**src/rtl/uart_tx_port.sv**
```systemverilog
module uart_tx_port #(
  parameter int OSR = 16,
  parameter int AW  = 4
) (
  input  logic          clk,
  input  logic          rst_n,
  input  logic          wr_en,
  input  logic [AW-1:0] addr,
  input  logic [15:0]   wdata,
  output logic [15:0]   rdata,
  input  logic          baud_tick,
  output logic          tx_out,
  output logic          irq
);
  localparam int TW = $clog2(2*OSR + 1);
  localparam logic [AW-1:0] A_CTRL = AW'(0), A_FRAME = AW'(1), A_CMD  = AW'(2),
                            A_STAT = AW'(3), A_DATA  = AW'(4), A_FLAG = AW'(5),
                            A_FSET = AW'(6), A_FCLR  = AW'(7), A_FEN  = AW'(8);
  localparam logic [15:0] FRAME_MASK = 16'h330F;
  localparam logic [15:0] FRAME_RST  = 16'h1005;

  typedef enum logic [1:0] {S_IDLE, S_BITS, S_STOP} phase_t;

  logic          bl_sel;
  logic [15:0]   frame_q;
  logic          en_q;
  logic [7:0]    buf_q [2];
  logic          wp, rp;
  logic [1:0]    cnt;
  phase_t        phase;
  logic [10:0]   sh;
  logic [3:0]    bits_left;
  logic [TW-1:0] tcnt, stop_q;
  logic          txc_stat, if_txc;
  logic [1:0]    ien;

  logic wr_data, push, load, done, txbl, cmp_event;
  logic [3:0]    dlen, nbits;
  logic [TW-1:0] stop_len;
  logic [10:0]   fv;
  logic          pbit;

  assign wr_data   = wr_en && addr == A_DATA;
  assign push      = wr_data && cnt != 2'd2;
  assign load      = phase == S_IDLE && en_q && cnt != 2'd0;
  assign done      = phase == S_STOP && baud_tick && tcnt == stop_q - TW'(1);
  assign cmp_event = done && cnt == 2'd0;
  assign txbl      = bl_sel ? (cnt != 2'd2) : (cnt == 2'd0);
  assign tx_out    = (phase == S_BITS) ? sh[0] : 1'b1;
  assign irq       = (if_txc & ien[0]) | (txbl & ien[1]);

  always_comb begin
    case (frame_q[3:0])
      4'd2, 4'd3, 4'd4, 4'd5: dlen = frame_q[3:0] + 4'd3;
      default:                dlen = 4'd8;
    endcase
    case (frame_q[13:12])
      2'b00:   stop_len = TW'(OSR/2);
      2'b01:   stop_len = TW'(OSR);
      2'b10:   stop_len = TW'(3*OSR/2);
      default: stop_len = TW'(2*OSR);
    endcase
    nbits = 4'd1 + dlen + {3'b000, frame_q[9]};
    fv    = '1;
    fv[0] = 1'b0;
    pbit  = frame_q[8];
    for (int i = 0; i < 8; i++) begin
      if (i < int'(dlen)) begin
        fv[i+1] = buf_q[rp][i];
        pbit    = pbit ^ buf_q[rp][i];
      end
    end
    if (frame_q[9]) fv[int'(dlen)+1] = pbit;
  end

  always_ff @(posedge clk or negedge rst_n) begin
    if (!rst_n) begin
      bl_sel  <= 1'b0;
      frame_q <= FRAME_RST;
      en_q    <= 1'b0;
      ien     <= 2'b00;
    end else if (wr_en) begin
      if (addr == A_CTRL)  bl_sel  <= wdata[12];
      if (addr == A_FRAME) frame_q <= wdata & FRAME_MASK;
      if (addr == A_FEN)   ien     <= wdata[1:0];
      if (addr == A_CMD) begin
        if (wdata[3])      en_q <= 1'b0;
        else if (wdata[2]) en_q <= 1'b1;
      end
    end
  end

  always_ff @(posedge clk or negedge rst_n) begin
    if (!rst_n) begin
      buf_q[0] <= '0;
      buf_q[1] <= '0;
      wp  <= 1'b0;
      rp  <= 1'b0;
      cnt <= 2'd0;
    end else begin
      if (push) begin
        buf_q[wp] <= wdata[7:0];
        wp        <= ~wp;
      end
      if (load) rp <= ~rp;
      cnt <= cnt + {1'b0, push} - {1'b0, load};
    end
  end

  always_ff @(posedge clk or negedge rst_n) begin
    if (!rst_n) begin
      phase     <= S_IDLE;
      sh        <= '1;
      bits_left <= '0;
      tcnt      <= '0;
      stop_q    <= TW'(OSR);
    end else begin
      case (phase)
        S_IDLE: if (load) begin
          phase     <= S_BITS;
          sh        <= fv;
          bits_left <= nbits;
          tcnt      <= '0;
          stop_q    <= stop_len;
        end
        S_BITS: if (baud_tick) begin
          if (tcnt == TW'(OSR-1)) begin
            tcnt      <= '0;
            sh        <= {1'b1, sh[10:1]};
            bits_left <= bits_left - 4'd1;
            if (bits_left == 4'd1) phase <= S_STOP;
          end else begin
            tcnt <= tcnt + TW'(1);
          end
        end
        default: if (baud_tick) begin
          if (done) begin
            phase <= S_IDLE;
            tcnt  <= '0;
          end else begin
            tcnt <= tcnt + TW'(1);
          end
        end
      endcase
    end
  end

  always_ff @(posedge clk or negedge rst_n) begin
    if (!rst_n) begin
      txc_stat <= 1'b0;
      if_txc   <= 1'b0;
    end else begin
      if (wr_data)        txc_stat <= 1'b0;
      else if (cmp_event) txc_stat <= 1'b1;
      if (cmp_event)                           if_txc <= 1'b1;
      else if (wr_en && addr == A_FCLR && wdata[0]) if_txc <= 1'b0;
      else if (wr_en && addr == A_FSET && wdata[0]) if_txc <= 1'b1;
    end
  end

  always_comb begin
    case (addr)
      A_CTRL:  rdata = {3'b000, bl_sel, 12'h000};
      A_FRAME: rdata = frame_q;
      A_STAT:  rdata = {9'h000, txbl, txc_stat, 3'b000, en_q, 1'b0};
      A_FLAG:  rdata = {14'h0000, txbl, if_txc};
      A_FEN:   rdata = {14'h0000, ien};
      default: rdata = 16'h0000;
    endcase
  end

  a_r6_no_overflow: assert property (@(posedge clk) disable iff (!rst_n)
    cnt <= 2'd2);
  a_r5_no_start_when_off: assert property (@(posedge clk) disable iff (!rst_n)
    (phase == S_IDLE && !en_q) |=> phase == S_IDLE);
  a_r2_start_low: assert property (@(posedge clk) disable iff (!rst_n)
    (phase == S_IDLE && en_q && cnt != 2'd0) |=> (phase == S_BITS && !tx_out));
  a_r8_complete_empty: assert property (@(posedge clk) disable iff (!rst_n)
    txc_stat |-> cnt == 2'd0);
  a_r9_event_sets_flag: assert property (@(posedge clk) disable iff (!rst_n)
    cmp_event |=> if_txc);
endmodule

```
**config.mk**
```make
export PLATFORM = sky130hd
export DESIGN_NAME = uart_tx_port
export DESIGN_NICKNAME = d
export VERILOG_FILES = /design/src/rtl/uart_tx_port.sv
export SDC_FILE = /design/constraint.sdc
export NUM_CORES = 1
export LEC_CHECK = 0
export ABC_AREA = 1
export BUFFER_PORTS_ARGS = -buffer_cell sky130_fd_sc_hd__buf_4
export CAP_MARGIN = 20
export CORE_MARGIN = 2
export CORE_UTILIZATION = 53
export CTS_BUF_LIST = sky130_fd_sc_hd__clkbuf_16
export DETAILED_ROUTE_END_ITERATION = 10
export PLACE_DENSITY_LB_ADDON = 0.1
export SYNTH_ARGS = -nofsm -noshare
export SYNTH_HDL_FRONTEND = slang
export SYNTH_SLANG_ARGS = --single-unit
```
**constraint.sdc**
```tcl
create_clock -name clk -period 2.5 [get_ports clk]
set_clock_uncertainty 0.05 [all_clocks]
set_input_delay 0.5 -clock clk [delete_from_list [all_inputs] [get_ports clk]]
set_output_delay 0.5 -clock clk [all_outputs]
set_load 0.005 [all_outputs]
```
==> qor.txt <==
Status: finished with violations
Failing checks: negative setup slack
Clk sink count: 60
Min Tclk post-route: 2530 ps
Slew @ Worst Pin: 755 ps
First-pass GRT wire length: 13800 um
Synth warn: 0
Clock transition at path regs: 50 ps
Max Fclk: 395 MHz
Fin. max-slew vios: 0
Largest net degree at the start of global routing: 61
CP Class: reg -> reg
Initial antenna violation count: 0
Class of the worst hold path: in -> async
Crit path buf inv count: 3
Slowest stage delay, CP: 550 ps
Top post-synthesis cells by area: dfrtp_1 30%, dfstp_2 10%, nand2_1 9.4%
Post-Syn Area: 3780 um^2
Share of post-route cells with drive strength above 1: 30.4%
Starting Density: 55.3%
Core area: 6830 um^2
Via count: 3399
Post-synth top area cell: dfrtp_1
Drt total wl: 8740 um
Worst path slowest cell: dfstp_2
Placed cell count: 617
Syn Area/Cell: 7.77 um^2
Post-CTS Hold Buffers: 0
I/O Pins: 42
Site Rows: 30
Clk_lat worst skew: 330 ps
Non-filler cells, final: 646
RSZ-0062 raised after global routing: true
Yosys reg bits: 60
Worst vdd ir: 0.514 mV
Worst Setup SP: frame_q[0]
Leak: 2.26 nW
Synth unique cells: 41
Max-Cap Viols: 0
Global route overflow: 0
Post-DP HPWL: 5900 um
GRT Util Overall: 23.0%
CP Cell Sequence: clkinvlp_4, ha_4, xor2_4, nand3_4, buf_6, nand3_1, nand2_2, nand2_1, nand3_2, nand2_4, inv_2, nand2_4, nand2_4, nand2_1, nand2_1, a21oi_2
# DRC: 0
CP Max Fanout: 6
Worst slew margin: 49.6%
Setup TNS Final: -120 ps
GPL Wtd Cong: 0.878
Number of port buffers: 31
Pre-antenna DRT Iters: 5
Root Buffer: clkbuf_16
CTS tree: built
Reg2reg start: frame_q[0]
Die W: 88.4 um
Total CTS buffers: 9
Vias in the first global route: 3017
Antenna viol nets, final: 0
Post-synthesis sequential area ratio: 40.3%
Fillers: 571
Layout area overhead: 27.8%
Crit. End Element: flip-flop
Fin crit share: 101%
DR WL/cell: 13.5 um
Via/cell ratio: 5.26
DRT iter0 DRCs: 223
Power Density: 1040 nW/um^2
Top cell type's share of synthesized area: 29.8%
CTS max path bufs: 2
Setup ws final: -30.3 ps
Final Hold Fails: 0
CP top delay family: simple AND/OR/NAND/NOR gates
Startpoint Class: flip-flop
Critical Path AT: 2740 ps
Setup violators final: 6
Layout Nets: 585
Critical path data required time: 2710 ps
Cells after synthesis: 486
Antenna Cells: 0
Die ar.: 7820 um^2
Die H: 88.4 um
CTS HTree Levels: 3
[Yosys cell counts (all sizes together)]
cell type  number
a21oi          33
a22oi           2
a31oi           2
buf             9
clkbuf          5
clkinv          2
conb            1
dfrtp          45
dfstp          15
ha             16
inv            71
mux2            9
mux2i           1
nand2         109
nand3          22
nand4           9
nor2           57
nor3            9
nor4            1
o2111ai         2
o211ai          3
o21ai          47
o22ai           1
o31ai           1
o32ai           1
or2             3
or3             1
xnor2           5
xor2            4
[where the power goes]
group          total (mW)  internal [mW]  switching (mW)
Combinational        2.02          0.811            1.21
Clock                1.41          0.968           0.444
Sequential           1.57           1.37           0.204
[per-layer routing]
layer	part of all wire (%)	routed length, um	track usage, %	up-vias
met1	46	4000	31.6	1599
met4	2.6	229	10.3	0
met3	4.7	407	3.64	18
met2	47	4110	36.2	96
met5	0	0	0	-
li1	-	-	-	1686
[registers in the layout, indices dropped and copies added (netlist names)]
| register | cells |
|---|---|
| sh | 11 |
| ien | 2 |
| phase | 2 |
| wp | 1 |
| stop_q | 3 |
| en_q | 1 |
| rp | 1 |
| if_txc | 1 |
| tcnt | 6 |
| buf_q | 16 |
| txc_stat | 1 |
| bl_sel | 1 |
| bits_left | 4 |
| cnt | 2 |
| frame_q | 8 |
[kinds of logic (layout without fill, tap and decap cells)]
group / after synthesis / after routing / synth area share (%)
adder cells (fa/ha/maj): 16 / 16 / 5.30
other: 1 / 6 / 0.0993
AO/OA/AOI/OAI: 92 / 92 / 14.4
flip-flops: 60 / 60 / 40.3
buffers and inverters: 87 / 144 / 9.41
AND/OR/NAND/NOR: 211 / 213 / 25.3
XOR/XNOR: 9 / 9 / 2.29
multiplexers: 10 / 10 / 2.95
[stage by stage]
| stage | hold WS (ps) | power, mW | util [%] | instance area (um^2) | setup WS, ps |
|---|---|---|---|---|---|
| 6_report | 190 | 5.01 | 70.6 | 4820 | -30.3 |
| 2_1_floorplan | 154 | 2.74 | - | 3800 | 41.8 |
| 3_5_place_dp | 422 | 3.15 | 61.1 | 4170 | 13.3 |
| 3_3_place_gp | 414 | 3.09 | 61.1 | 4170 | 74.8 |
| 4_1_cts | 220 | 4.58 | 66.1 | 4510 | 8.15 |
| 5_1_grt | 259 | 5.33 | 70.6 | 4820 | -190 |
[cells in the final DEF, fill, tap and decap left out, drive strengths merged, types with 3 or more instances in the layout]
| cell | Yosys | layout |
|---|---|---|
| nor2 | 57 | 57 |
| clkbuf | 5 | 9 |
| bufinv | 0 | 3 |
| xnor2 | 5 | 5 |
| or2 | 3 | 3 |
| mux2 | 9 | 9 |
| nand3 | 22 | 22 |
| o211ai | 3 | 3 |
| a21oi | 33 | 33 |
| clkinv | 2 | 3 |
| clkinvlp | 0 | 3 |
| dfrtp | 45 | 45 |
| xor2 | 4 | 4 |
| nor3 | 9 | 9 |
| nand4 | 9 | 9 |
| o21ai | 47 | 47 |
| dfstp | 15 | 15 |
| ha | 16 | 16 |
| buf | 9 | 55 |
| inv | 71 | 71 |
| nand2 | 109 | 111 |
| conb | 1 | 6 |
[cell type report]
class	instances	area, um^2	area share (%)
multi-input combinational	346	2140	44.3
sequential	60	1520	31.5
timing repair buffer	55	420	8.71
inverter	73	283	5.86
clock buffer	9	225	4.67
tap	96	120	2.49
clock inverter	7	115	2.39
[final timing paths]
path	endpoint	slack [ps]	cells past startpoint
worst max-delay path	sh[2]	-30	16
worst min-delay path	stop_q[5]	190	1
worst max register to register	sh[2]	-30	16
worst min register to register	en_q	430	2
max in group asynchronous	phase[0]	1690	1
min in group clk	frame_q[13]	330	3
[repair_timing]
action                                  in CTS  in global routing
gates cloned                                 0                  2
gates resized for setup                      1                 47
endpoints found under the setup margin       1                 11
buffers inserted                             0                 11
pin swaps                                    0                 24
Power figures use the tool's default switching activity.
